$ cat src/rtl/spi_flash_master.sv
module spi_flash_master #(
  parameter int DEPTH = 8,
  parameter int DIV_W = 12,
  parameter int AW    = 8
) (
  input  logic          clk,
  input  logic          rst_n,
  input  logic          bus_sel,
  input  logic          bus_we,
  input  logic [AW-1:0] bus_addr,
  input  logic [31:0]   bus_wdata,
  output logic [31:0]   bus_rdata,
  output logic          sck,
  output logic          cs_n,
  output logic [3:0]    dq_out,
  output logic [3:0]    dq_oe,
  input  logic [3:0]    dq_in
);
  localparam int CW = $clog2(DEPTH + 1);
  localparam int PW = (DEPTH > 1) ? $clog2(DEPTH) : 1;
  localparam logic [AW-1:0] A_DIV = 'h00, A_CLK = 'h04, A_SEL = 'h18, A_FMT = 'h40,
                            A_TXD = 'h48, A_RXD = 'h4C, A_TXW = 'h50, A_RXW = 'h54,
                            A_PND = 'h74;
  localparam logic [1:0] SEL_HOLD = 2'd2, SEL_OFF = 2'd3;

  typedef enum logic [2:0] {S_IDLE, S_LEAD, S_SHIFT, S_TAIL, S_GAP} state_t;

  function automatic logic [7:0] rev8(input logic [7:0] v);
    for (int i = 0; i < 8; i++) rev8[i] = v[7-i];
  endfunction

  logic [DIV_W-1:0] div_q, dcnt;
  logic             cpol, cpha, lsb, dir_tx;
  logic [1:0]       selmode, proto;
  logic [3:0]       flen;
  logic [CW-1:0]    txwm, rxwm;

  wire wr = bus_sel & bus_we;
  wire rd = bus_sel & ~bus_we;

  always_ff @(posedge clk or negedge rst_n)
    if (!rst_n) begin
      div_q <= DIV_W'(3); cpol <= 1'b0; cpha <= 1'b0; selmode <= 2'd0;
      proto <= 2'd0; lsb <= 1'b0; dir_tx <= 1'b1; flen <= 4'd8;
      txwm <= '0; rxwm <= '0;
    end else if (wr) begin
      case (bus_addr)
        A_DIV: div_q <= bus_wdata[DIV_W-1:0];
        A_CLK: {cpha, cpol} <= bus_wdata[1:0];
        A_SEL: selmode <= bus_wdata[1:0];
        A_FMT: begin
          proto <= bus_wdata[1:0]; lsb <= bus_wdata[2];
          dir_tx <= bus_wdata[3]; flen <= bus_wdata[19:16];
        end
        A_TXW: txwm <= bus_wdata[CW-1:0];
        A_RXW: rxwm <= bus_wdata[CW-1:0];
        default: ;
      endcase
    end

  // transmit queue
  logic [7:0]    txm [DEPTH];
  logic [PW-1:0] tx_wp, tx_rp;
  logic [CW-1:0] tx_cnt;
  wire tx_push = wr && bus_addr == A_TXD && tx_cnt != CW'(DEPTH);
  logic tx_pop;

  always_ff @(posedge clk) if (tx_push) txm[tx_wp] <= bus_wdata[7:0];
  always_ff @(posedge clk or negedge rst_n)
    if (!rst_n) begin
      tx_wp <= '0; tx_rp <= '0; tx_cnt <= '0;
    end else begin
      if (tx_push) tx_wp <= (tx_wp == PW'(DEPTH-1)) ? '0 : tx_wp + 1'b1;
      if (tx_pop)  tx_rp <= (tx_rp == PW'(DEPTH-1)) ? '0 : tx_rp + 1'b1;
      tx_cnt <= tx_cnt + CW'(tx_push) - CW'(tx_pop);
    end

  // frame sequencer
  state_t     st;
  logic       sck_r, in_frame, f_lsb;
  logic [1:0] f_lg;
  logic [3:0] f_len;
  logic [4:0] hcnt;
  logic [7:0] txsh, rxsh;

  wire       tick = (dcnt == div_q);
  wire [3:0] beats_raw = f_len >> f_lg;
  wire [3:0] beats = (beats_raw == 4'd0) ? 4'd1 : beats_raw;
  wire [4:0] halves = {beats, 1'b0};
  wire       lead_edge = ~hcnt[0];
  wire       do_sample = lead_edge ^ cpha;
  wire       do_drive = ~do_sample && !(cpha && hcnt == 5'd0);
  wire [3:0] len_now = (flen == 4'd0 || flen > 4'd8) ? 4'd8 : flen;
  wire [1:0] lg_now = (proto == 2'd2) ? 2'd2 : (proto == 2'd1) ? 2'd1 : 2'd0;
  wire [7:0] rx_byte = f_lsb ? (rev8(rxsh) >> (4'd8 - f_len)) : rxsh;
  wire       frame_end = (st == S_TAIL) && tick;

  assign tx_pop = (st == S_IDLE) && tx_cnt != '0;

  logic [7:0] rx_next, tx_next;
  always_comb
    case (f_lg)
      2'd0:    begin rx_next = {rxsh[6:0], dq_in[1]};   tx_next = {txsh[6:0], 1'b0}; end
      2'd1:    begin rx_next = {rxsh[5:0], dq_in[1:0]}; tx_next = {txsh[5:0], 2'b0}; end
      default: begin rx_next = {rxsh[3:0], dq_in};      tx_next = {txsh[3:0], 4'b0}; end
    endcase

  always_ff @(posedge clk or negedge rst_n)
    if (!rst_n) begin
      st <= S_IDLE; dcnt <= '0; sck_r <= 1'b0; in_frame <= 1'b0; hcnt <= '0;
      txsh <= '0; rxsh <= '0; f_lg <= '0; f_len <= 4'd8; f_lsb <= 1'b0;
    end else begin
      dcnt <= (st == S_IDLE || tick) ? '0 : dcnt + 1'b1;
      case (st)
        S_IDLE: begin
          sck_r <= cpol;
          if (tx_pop) begin
            txsh <= lsb ? rev8(txm[tx_rp]) : txm[tx_rp];
            rxsh <= '0; f_lg <= lg_now; f_len <= len_now; f_lsb <= lsb;
            in_frame <= 1'b1; st <= S_LEAD;
          end
        end
        S_LEAD: if (tick) begin hcnt <= '0; st <= S_SHIFT; end
        S_SHIFT: if (tick) begin
          sck_r <= ~sck_r;
          if (do_sample) rxsh <= rx_next;
          if (do_drive) txsh <= tx_next;
          hcnt <= hcnt + 1'b1;
          if (hcnt == halves - 5'd1) st <= S_TAIL;
        end
        S_TAIL: if (tick) begin in_frame <= 1'b0; st <= S_GAP; end
        S_GAP:  if (tick) st <= S_IDLE;
        default: st <= S_IDLE;
      endcase
    end

  assign sck  = sck_r;
  assign cs_n = (selmode == SEL_HOLD) ? 1'b0 : (selmode == SEL_OFF) ? 1'b1 : ~in_frame;
  assign dq_out = (f_lg == 2'd0) ? {3'b0, txsh[7]} :
                  (f_lg == 2'd1) ? {2'b0, txsh[7:6]} : txsh[7:4];
  assign dq_oe = !in_frame ? 4'b0000 : (f_lg == 2'd0) ? 4'b0001 :
                 !dir_tx ? 4'b0000 : (f_lg == 2'd1) ? 4'b0011 : 4'b1111;

  // receive queue
  logic [7:0]    rxm [DEPTH];
  logic [PW-1:0] rx_wp, rx_rp;
  logic [CW-1:0] rx_cnt;
  wire rx_push = frame_end && !dir_tx && rx_cnt != CW'(DEPTH);
  wire rx_pop  = rd && bus_addr == A_RXD && rx_cnt != '0;

  always_ff @(posedge clk) if (rx_push) rxm[rx_wp] <= rx_byte;
  always_ff @(posedge clk or negedge rst_n)
    if (!rst_n) begin
      rx_wp <= '0; rx_rp <= '0; rx_cnt <= '0;
    end else begin
      if (rx_push) rx_wp <= (rx_wp == PW'(DEPTH-1)) ? '0 : rx_wp + 1'b1;
      if (rx_pop)  rx_rp <= (rx_rp == PW'(DEPTH-1)) ? '0 : rx_rp + 1'b1;
      rx_cnt <= rx_cnt + CW'(rx_push) - CW'(rx_pop);
    end

  // registered read port
  wire tx_pend = tx_cnt < txwm;
  wire rx_pend = rx_cnt > rxwm;
  always_ff @(posedge clk or negedge rst_n)
    if (!rst_n) bus_rdata <= '0;
    else if (rd)
      case (bus_addr)
        A_DIV: bus_rdata <= 32'(div_q);
        A_CLK: bus_rdata <= {30'b0, cpha, cpol};
        A_SEL: bus_rdata <= {30'b0, selmode};
        A_FMT: bus_rdata <= {12'b0, flen, 12'b0, dir_tx, lsb, proto};
        A_TXD: bus_rdata <= {tx_cnt == CW'(DEPTH), 31'b0};
        A_RXD: bus_rdata <= (rx_cnt == '0) ? 32'h8000_0000 : {24'b0, rxm[rx_rp]};
        A_TXW: bus_rdata <= 32'(txwm);
        A_RXW: bus_rdata <= 32'(rxwm);
        A_PND: bus_rdata <= {30'b0, rx_pend, tx_pend};
        default: bus_rdata <= '0;
      endcase

  p_tx_bound_r7: assert property (@(posedge clk) disable iff (!rst_n)
    tx_cnt <= CW'(DEPTH));
  p_tx_drop_r7: assert property (@(posedge clk) disable iff (!rst_n)
    (tx_cnt == CW'(DEPTH) && wr && bus_addr == A_TXD && st != S_IDLE) |=> tx_cnt == CW'(DEPTH));
  p_tx_full_flag_r7: assert property (@(posedge clk) disable iff (!rst_n)
    (rd && bus_addr == A_TXD && tx_cnt == CW'(DEPTH)) |=> bus_rdata[31]);
  p_rx_empty_flag_r8: assert property (@(posedge clk) disable iff (!rst_n)
    (rd && bus_addr == A_RXD && rx_cnt == '0) |=> bus_rdata[31]);
  p_discard_r6: assert property (@(posedge clk) disable iff (!rst_n)
    dir_tx |=> rx_cnt <= $past(rx_cnt));
  p_auto_idle_r11: assert property (@(posedge clk) disable iff (!rst_n)
    (selmode == 2'd0 && st == S_IDLE) |-> cs_n);
  p_sck_idle_r3: assert property (@(posedge clk) disable iff (!rst_n)
    (st == S_IDLE && $past(st == S_IDLE)) |-> sck == $past(cpol));
endmodule

$ cat config.mk
export PLATFORM = sky130hd
export DESIGN_NAME = spi_flash_master
export DESIGN_NICKNAME = d
export VERILOG_FILES = /design/src/rtl/spi_flash_master.sv
export SDC_FILE = /design/constraint.sdc
export NUM_CORES = 1
export LEC_CHECK = 0
export ABC_AREA = 1
export BUFFER_PORTS_ARGS = -buffer_cell sky130_fd_sc_hd__buf_2
export CAP_MARGIN = 5
export CORE_MARGIN = 2
export CORE_UTILIZATION = 40
export CTS_CLUSTER_DIAMETER = 100
export DETAILED_ROUTE_END_ITERATION = 10
export RECOVER_POWER = 100
export SLEW_MARGIN = 20
export SYNTH_ARGS = -nofsm -noshare
export SYNTH_HDL_FRONTEND = slang
export SYNTH_SLANG_ARGS = --single-unit
$ cat constraint.sdc
create_clock -name clk -period 4.1 [get_ports clk]
set_input_delay 0.615 -clock clk [delete_from_list [all_inputs] [get_ports clk]]
set_output_delay 0.615 -clock clk [all_outputs]
set_load 0.01 [all_outputs]
==> impl_metrics.py, run 1 <==
metrics = {
    "pwr": {
        "power.total_mw": 5.48,
        "internal_power_mw": 4.16,
        "combPwrFrac": 0.085,
        "switching_share": 0.241,
        "clkPwrFrac": 0.420,
        "power.leakage_nw": 5.32,
        "seq_power_share": 0.496,
        "ir_drop_mv": 0.341,
        "switchingPower_mw": 1.32,
        "power.density_nw_per_um2": 418,
    },
    "finish": {
        "fill_cells": 2834,
        "insertedDiodeCount": 0,
        "drive_above_1_share": 0.0695,
        "nets": 1385,
        "final_cell_mix": "nand2_1, o21ai_0, nor2_1",
        "syn2layout_area_growth_pct": 11.2,
        "layout_commonest_cell": "nand2_1",
        "post-route-cell-area_um2": 13100,
    },
    "cts": {
        "clk_pin_slew_ns": 0.06,
        "clock_sinks": 242,
        "clock_latency_ns": 0.54,
        "cts_buffer_depth": 3,
        "ctsHoldBuffers": 0,
        "clock-root-buffer": "clkbuf_16",
        "cts_resized": 0,
        "cts_tree": "done",
        "post_cts_buffers": 0,
        "cts_buffers": 27,
        "cts-htree-levels": 1,
    },
    "routing": {
        "drtIter0Drc": 729,
        "drc": 0,
        "wl_per_cell_um": 16.6,
        "viasPerCell": 5.12,
        "vias": 8753,
        "antenna_left": 0,
        "postRouteWirelength_um": 28300,
        "first_pass_iters": 5,
    },
    "floorplan": {
        "die_width_um": 176,
        "die-area_um2": 30800,
        "start_util": 0.408,
        "coreArea_um2": 28900,
        "rows": 62,
        "die_h_um": 176,
        "io-pin-count": 90,
    },
    "synth": {
        "synthFlopType": "edfxtp_1",
        "ys_types": 51,
        "yosys-top-cells-area": "edfxtp_1, dfrtp_1, o21ai_0, nand2_1, nor2_1",
        "ys_async_sr_fraction": 0.471,
        "synth_edf_count": 128,
        "syn_inst": 1236,
        "yosysSeqAreaShare": 0.569,
        "yosys.area.top_type": "edfxtp_1",
        "synthesis.area_um2": 11800,
        "syn_area_per_cell_um2": 9.53,
        "synth_top_area_share": 0.326,
        "ys_seq_elements": 242,
        "yosys_warnings": 0,
    },
    "global_routing": {
        "grt_usage": 0.185,
        "grt_max_degree": 51,
        "grt_pass1_vias": 8275,
        "overflow": 0,
        "antenna_found_initial": 0,
        "grt_pass1_wl_um": 44900,
    },
    "sta": {
        "tns_ns": 0,
        "fmax_mhz": 303,
        "drv_slew": 51,
        "setup_viol": 0,
        "rsz0062_at_grt": "false",
        "tightest_slew_ns": 2.86,
        "slew_headroom": -0.908,
        "finalCriticalPeriod_ns": 3.30,
        "finClkSkew_ns": 0.0136,
        "period_share": 0.805,
        "hold_viol": 0,
    },
    "status": {
        "status": "complete, but fails checks",
        "violations": "capacitance limit, slew limit",
    },
    "worst_setup_path": {
        "required_ns": 4.28,
        "r2r_end": "rxm[5][4]",
        "arrival_ns": 3.48,
        "critPathMaxFanout": 7,
        "r2r_start": "div_q[0]",
        "reg2regPathDepth": 13,
        "r2r_slack_ns": 0.80,
        "cp-start-kind": "flip-flop",
        "critPathKind": "reg -> reg",
        "startpoint": "div_q[0]",
        "critPathCapture": "rxm[5][4]",
        "crit_path_end_kind": "flip-flop",
    },
    "placement": {
        "place_congestion": 0.791,
        "port_buffers": 58,
        "place_area_um2": 12500,
        "dpl.hpwl_um": 19800,
    },
    "hold_path": {
        "hp-class": "in -> reg",
    },
    "flow_run": {
        "cap_violations": 1,
    },
}
-- cell usage after synthesis, drive strengths merged (2+ instances only) --
master	count
nor4	7
nand4	6
o22ai	24
a21oi	44
nand2	211
a31oi	4
o211ai	10
nand3	62
xor2	6
or2	3
dfrtp	109
nor3b	3
nor2	150
nor3	23
fa	2
dfstp	5
clkinv	7
o31ai	9
mux2	3
xnor2	10
o21ai	161
o21a	4
buf	26
ha	32
edfxtp	128
o221ai	22
inv	130
clkbuf	31
-- flip-flops by register name, summed over array words and instances (netlist names), 5 cells and up --
| name | flops |
|---|---|
| rxm | 64 |
| txm | 64 |
| bus_rdata | 17 |
| dcnt | 12 |
| div_q | 12 |
| rxsh | 8 |
| txsh | 8 |
| hcnt | 5 |
-- kinds of logic (layout without fill, tap and decap cells) --
group,count (synthesis),count (layout),synth area share
and+or+nand+nor,467,467,0.173
AOI/OAI and AO/OA,279,279,0.136
DFF,242,242,0.569
buffers and inverters,194,268,0.0693
adders and majority gates,34,34,0.0374
xor gates and xnor gates,16,16,0.0119
muxes,3,3,0.00287
other,1,15,0.000318
-- worst min-delay path by stage --
stage	start	endpoint	slack, ns	depth (start not counted)
4_1_cts	rst_n	txsh[3]	0.14	1
5_1_grt	bus_wdata[8]	div_q[8]	0.32	3
2_1_floorplan	rst_n	bus_rdata[0]	0.32	0
3_5_place_dp	bus_rdata[2]	bus_rdata[2]	0.46	2
3_3_place_gp	bus_rdata[2]	bus_rdata[2]	0.46	2
6_report	bus_wdata[9]	div_q[9]	0.33	3
-- layout make-up --
class	instances	area (um^2)	area share
clock buffers	32	694	0.0530
clock inverters	18	145	0.0111
inverters	137	515	0.0393
multi-input cells	814	4200	0.320
flip-flops and latches	242	6700	0.511
well taps	384	480	0.0367
repair buffers	81	372	0.0284
-- metrics by stage --
stage               instances  setup WS (ns)  hold WS [ns]   util
global route             1708          0.445         0.325  0.454
global placement         1658           1.14         0.458  0.432
CTS                      1708           1.01         0.143  0.461
detailed placement       1658           1.07         0.462  0.432
finish                   1708          0.798         0.328  0.454
floorplan                1250           1.51         0.319      -
-- routing by layer --
metal  track usage  vias to the layer above  wire length (um)
li1              -                     4341                 -
met2         0.310                      207             13200
met3        0.0229                       55              1430
met4        0.0548                        0               768
met1         0.254                     4150             12900
met5             0                        -                 0
-- power groups by stage --
stage	Clock [mW]	Combinational, mW	Sequential, mW
final	2.30	0.463	2.72
after global routing	2.44	0.543	2.73
after CTS	2.33	0.478	2.72
after detailed placement	0	0.473	2.76
after global placement	0	0.463	2.76
after floorplan	0	0.342	2.74
-- worst max-delay path, cell delays in order, from the launching register on --
cell and delay (ns):
dfstp_1 0.55, inv_1 0.07, nand2_1 0.06, nand2_1 0.05, nor2_1 0.11, nand2_2 0.05, nor2_1 0.18, nand2_1 0.21
nor2_1 0.28, nand3_1 0.30, inv_1 0.19, nand2_1 0.14, nor3_1 0.35, clkbuf_1 0.42
No activity file was read; power rests on OpenSTA's default activity.
==> inputs of run 2 (changes only) <==
==> constraint.sdc (replaced) <==
create_clock -name clk -period 2.8 [get_ports clk]
set_input_delay 0.42 -clock clk [delete_from_list [all_inputs] [get_ports clk]]
set_output_delay 0.42 -clock clk [all_outputs]
set_load 0.01 [all_outputs]
==> impl_metrics.py, run 2 (synthesis gave the netlist of run 1 again) <==
metrics = {
    "pwr": {
        "switchingPower_mw": 1.93,
        "power.total_mw": 8.29,
        "seq_power_share": 0.479,
        "power.leakage_nw": 5.53,
        "clkPwrFrac": 0.437,
        "power.density_nw_per_um2": 617,
        "internal_power_mw": 6.36,
        "switching_share": 0.233,
        "combPwrFrac": 0.084,
        "ir_drop_mv": 0.491,
    },
    "routing": {
        "wl_met1_um": 12600,
        "topRoutingLayerUsed": "met4",
        "first_pass_iters": 5,
        "wl_met2_um": 13700,
        "antenna_left": 0,
        "drc": 0,
        "vias": 8876,
        "wl_per_cell_um": 16.4,
        "postRouteWirelength_um": 28400,
        "wl_met3_um": 1460,
        "drtIter0Drc": 605,
        "viasPerCell": 5.11,
    },
    "placement": {
        "dpl.hpwl_um": 20400,
        "port_buffers": 58,
        "dp.cells": 1685,
        "place_area_um2": 12700,
        "place_congestion": 0.819,
    },
    "worst_setup_path": {
        "critPathSlowestCell": "dfstp_2",
        "critPathBufInv": 4,
        "cp_cell_sequence": "inv_1 -> nand2_1 -> nand2_1 -> nor2_2 -> nand2_2 -> nor2_4 -> nand2_4 -> nor2_4 -> nand3_4 -> ha_1 -> inv_1 -> ha_1 -> inv_1 -> fa_1 -> inv_1",
        "required_ns": 3.21,
        "critPathMaxFanout": 7,
        "arrival_ns": 3.01,
        "cp_common_cell": "inv_1",
        "critPathKind": "reg -> reg",
        "critPathMaxStageDelay_ns": 0.54,
        "cpLargestDelayFamily": "adder cells",
        "cp-start-kind": "flip-flop",
        "crit_path_end_kind": "flip-flop",
    },
    "cts": {
        "cts_buffers": 27,
        "clock-root-buffer": "clkbuf_16",
        "clock_latency_ns": 0.53,
        "cts_buffer_depth": 3,
        "clock_sinks": 242,
        "clk_pin_slew_ns": 0.06,
        "cts_tree": "done",
        "cts-htree-levels": 1,
    },
    "status": {
        "status": "finished, final reports clean",
    },
    "sta": {
        "slew_headroom": 0.171,
        "setup_viol": 0,
        "drv_slew": 0,
        "fmax_mhz": 385,
        "period_share": 0.927,
        "finClkSkew_ns": 0.0115,
        "tns_ns": 0,
        "rsz0062_at_grt": "false",
        "finalCriticalPeriod_ns": 2.60,
        "tightest_slew_ns": 1.24,
        "hold_viol": 0,
    },
    "global_routing": {
        "grt_pass1_wl_um": 45000,
        "grt_pass1_vias": 8366,
        "grt_usage": 0.186,
        "grt_max_degree": 46,
        "overflow": 0,
        "antenna_found_initial": 0,
    },
    "finish": {
        "final_cell_mix": "nand2_1, o21ai_0, nor2_1",
        "reg_top3": "rxm: 64 flops, txm: 64 flops, bus_rdata: 17 flops",
        "final_core_util": 0.465,
        "drive_above_1_share": 0.104,
        "layout_commonest_cell": "nand2_1",
        "insertedDiodeCount": 0,
        "syn2layout_area_growth_pct": 14.0,
        "post-route-cell-area_um2": 13400,
        "finalNonFillerCells": 1736,
        "nets": 1414,
    },
    "floorplan": {
        "die_width_um": 176,
        "die-area_um2": 30800,
        "coreArea_um2": 28900,
        "start_util": 0.408,
        "rows": 62,
        "io-pin-count": 90,
        "die_h_um": 176,
    },
    "flow_run": {
        "cap_violations": 0,
    },
    "hold_path": {
        "hp-class": "in -> reg",
    },
}
-- run 2: cell types whose count changed in the layout (fill, tap and decap cells not counted), sizes merged, moves of 2 or more --
cell	before	now
clkbuf	81	98
buf	32	43
clkinv	23	16
clkinvlp	1	4
bufinv	2	4
-- run 2: final timing paths --
path,from,to,slack (ns),cells past startpoint
worst max-delay path,div_q[1],rx_cnt[1],0.20,15
worst min-delay path,bus_wdata[19],flen[3],0.14,3
worst max register to register,div_q[1],rx_cnt[1],0.20,15
worst min register to register,bus_rdata[3],bus_rdata[3],0.47,2
max in group asynchronous,rst_n,bus_rdata[11],0.73,3
min in group asynchronous,rst_n,f_lg[1],0.69,2
-- run 2: cell type report --
type	count	area (um^2)
multi-input combinational	814	4260
inverter	137	515
sequential	242	6700
fill	2795	15400
clock inverter	17	193
timing repair buffer	110	554
clock buffer	32	726
tap	384	480
-- run 2: layer usage --
layer  vias to the layer above  track usage
li1                       4408            -
met2                       209        0.321
met3                        41       0.0260
met5                         -            0
met4                         0       0.0410
met1                      4218        0.251
-- run 2: timing repair --
| action | in CTS | in global routing |
|---|---|---|
| hold endpoints to repair | 17 | 0 |
| resized for setup | 0 | 5 |
| hold buffers | 1 | 0 |
| setup endpoints to repair | 0 | 4 |
| buffers inserted | 0 | 1 |
-- run 2: tightest hold or removal path, delay by kind of cell --
kind | cells | cell delay [ns]
AO/OA/AOI/OAI | 1 | 0.05
buffers and inverters | 1 | 0.09
AND/OR/NAND/NOR | 1 | 0.09
-- run 2: stage by stage --
stage | setup slack (ns) | hold slack (ns)
floorplan | 0.315 | 0.124
global placement | 0.182 | 0.332
detailed placement | 0.155 | 0.332
CTS | 0.127 | 0.118
global route | 0.00467 | 0.132
finish | 0.205 | 0.139
-- run 2: power by group through the flow --
stage / clock network, mW / registers (mW) / logic (mW)
finish: 3.62 / 3.97 / 0.695
global route: 3.85 / 3.99 / 0.819
CTS: 3.69 / 3.97 / 0.715
detailed placement: 0 / 4.04 / 0.710
global placement: 0 / 4.04 / 0.694
floorplan: 0 / 4.02 / 0.501
==> inputs of run 3 (changes only) <==
--- a/config.mk
+++ b/config.mk
@@ -12,6 +12,7 @@
 export CORE_UTILIZATION = 40
 export CTS_CLUSTER_DIAMETER = 100
 export DETAILED_ROUTE_END_ITERATION = 10
+export GPL_TIMING_DRIVEN = 0
 export RECOVER_POWER = 100
 export SLEW_MARGIN = 20
 export SYNTH_ARGS = -nofsm -noshare
==> constraint.sdc (replaced) <==
create_clock -name clk -period 2.35 [get_ports clk]
set_input_delay 0.3525 -clock clk [delete_from_list [all_inputs] [get_ports clk]]
set_output_delay 0.3525 -clock clk [all_outputs]
set_load 0.01 [all_outputs]
==> impl_metrics.py, run 3 (synthesis gave the netlist of run 1 again) <==
metrics = {
    "cts": {
        "clock_latency_ns": 0.54,
        "clk_pin_slew_ns": 0.06,
        "clock-root-buffer": "clkbuf_16",
        "clock_sinks": 242,
        "cts-htree-levels": 1,
        "cts_tree": "done",
        "cts_buffers": 26,
        "cts_buffer_depth": 3,
    },
    "finish": {
        "layout_commonest_cell": "nand2_1",
        "final_cell_mix": "nand2_1, o21ai_0, nor2_1",
        "multi_input_area_um2": 4800,
        "drive_above_1_share": 0.190,
        "fill_cells": 2651,
        "syn2layout_area_growth_pct": 23.2,
        "reg_top3": "rxm: 64 flops, txm: 64 flops, bus_rdata: 17 flops",
        "seqCellArea_um2": 6710,
        "finalNonFillerCells": 1806,
        "nets": 1484,
        "post-route-cell-area_um2": 14500,
    },
    "worst_setup_path": {
        "critPathSlowestCell": "dfstp_2",
        "arrival_ns": 2.84,
        "reg2regPathDepth": 13,
        "cp-start-kind": "flip-flop",
        "critPathMaxFanout": 5,
        "required_ns": 2.60,
        "critPathBufInv": 4,
        "cp_cell_sequence": "inv_2 -> nand2_1 -> nand2_1 -> nor2_1 -> nand2_2 -> nor2_4 -> nand2_4 -> nor2_4 -> nand3_4 -> buf_4 -> buf_4 -> nor4_4 -> buf_6",
        "critPathKind": "reg -> reg",
        "critPathMaxStageDelay_ns": 0.55,
        "r2r_end": "rxm[2][6]",
        "r2r_start": "div_q[1]",
        "cpLargestDelayFamily": "simple AND/OR/NAND/NOR gates",
        "crit_path_end_kind": "flip-flop",
        "r2r_slack_ns": -0.24,
    },
    "hold_path": {
        "holdPathStages": 3,
        "min-delay-start": "bus_wdata[9]",
        "hp-class": "in -> reg",
        "holdPathEnd": "div_q[9]",
    },
    "pwr": {
        "clkPwrFrac": 0.411,
        "switchingPower_mw": 2.34,
        "ir_drop_mv": 0.607,
        "switching_share": 0.240,
        "power.density_nw_per_um2": 673,
        "seq_power_share": 0.485,
        "combPwrFrac": 0.104,
        "internal_power_mw": 7.43,
        "power.leakage_nw": 5.94,
    },
    "sta": {
        "fmax_mhz": 387,
        "tns_ns": -10.38,
        "setup_viol": 72,
        "finalCriticalPeriod_ns": 2.59,
        "whs_ns": 0.0719,
        "finClkSkew_ns": 0.0110,
        "tightest_slew_ns": 1.03,
        "hold_viol": 0,
        "slew_headroom": 0.313,
        "setup_ws_ns": -0.236,
        "drv_slew": 0,
        "period_share": 1.10,
        "rsz0062_at_grt": "true",
    },
    "global_routing": {
        "grt_max_degree": 78,
        "overflow": 0,
        "antenna_found_initial": 3,
        "grt_pass1_wl_um": 49400,
        "grt_usage": 0.205,
        "grt_pass1_vias": 9086,
    },
    "flow_run": {
        "cap_violations": 0,
    },
    "routing": {
        "vias": 9376,
        "viasPerCell": 5.19,
        "wl_per_cell_um": 17.8,
        "first_pass_iters": 6,
        "antenna_left": 0,
        "drc": 0,
        "drtIter0Drc": 837,
        "postRouteWirelength_um": 32100,
    },
    "floorplan": {
        "coreArea_um2": 28900,
        "die_h_um": 176,
        "io-pin-count": 90,
        "start_util": 0.408,
        "rows": 62,
        "die-area_um2": 30800,
        "die_width_um": 176,
    },
    "placement": {
        "dp.cells": 1701,
        "place_congestion": 0.871,
        "dpl.hpwl_um": 22100,
        "port_buffers": 58,
        "place_area_um2": 12800,
    },
    "status": {
        "violations": "setup timing",
        "status": "complete, but fails checks",
    },
}
## run 3: cell types whose count changed in the layout (fill, tap and decap cells not counted), moves of 13 or more
cell      change
inv_1        -15
clkbuf_1     +19
buf_4        +43
buf_6        +16
nand2_1      -13
## run 3: layer usage
layer / share of wire / routed length (um) / global-route usage / vias up
met5: 0 / 0 / 0 / -
met4: 0.024 / 783 / 0.0530 / 0
met3: 0.054 / 1730 / 0.0253 / 60
met2: 0.49 / 15600 / 0.346 / 262
met1: 0.44 / 14000 / 0.280 / 4507
li1: - / - / - / 4547
## run 3: worst max-delay path by stage
stage,from,end,slack (ns),cells past startpoint
2_1_floorplan,div_q[1],rxm[0][0],-0.13,10
3_3_place_gp,div_q[1],rxm[0][5],-1.36,10
3_5_place_dp,div_q[1],rxm[7][5],-0.60,12
4_1_cts,div_q[0],rx_cnt[1],-0.20,15
5_1_grt,div_q[0],rxm[2][2],-0.32,13
6_report,div_q[1],rxm[2][6],-0.24,13
## run 3: through the flow
stage          setup slack, ns  power [mW]  utilization
6_report                -0.236        9.77        0.503
5_1_grt                 -0.323        10.2        0.503
4_1_cts                 -0.202        9.72        0.491
2_1_floorplan           -0.135        5.39            -
3_5_place_dp            -0.602        5.69        0.443
3_3_place_gp             -1.36        5.65        0.438
## run 3: power by group through the flow
stage                     registers, mW  logic (mW)  clock network, mW
after global placement             4.81       0.836                  0
after global routing               4.76        1.15               4.25
after floorplan                    4.79       0.598                  0
after CTS                          4.74       0.920               4.06
final                              4.74        1.02               4.01
after detailed placement           4.82       0.870                  0
## run 3: area by class of cell
cell class,instances,share of cell area
clock buffers,38,0.0509
plain buffers,54,0.0212
clock inverters,7,0.00577
repair buffers,127,0.0596
multi-input cells,814,0.331
inverters,137,0.0365
flip-flops and latches,242,0.462
well taps,384,0.0331
diodes,3,0.000517
## run 3: worst register-to-register path, cell delays in order, from the launching register on
cell,delay (ns)
dfstp_2,0.55
inv_2,0.05
nand2_1,0.05
nand2_1,0.04
nor2_1,0.13
nand2_2,0.09
nor2_4,0.12
nand2_4,0.07
nor2_4,0.21
nand3_4,0.14
buf_4,0.17
buf_4,0.13
nor4_4,0.36
buf_6,0.20
## run 3: repair_timing
item / CTS / global route
endpoints found under the setup margin: 198 / 144
pin swaps: 26 / 30
resized for setup: 66 / 71
cloned: 0 / 0
buffers inserted: 34 / 25
endpoints found under the hold margin: 37 / 0
hold buffers: 1 / 0
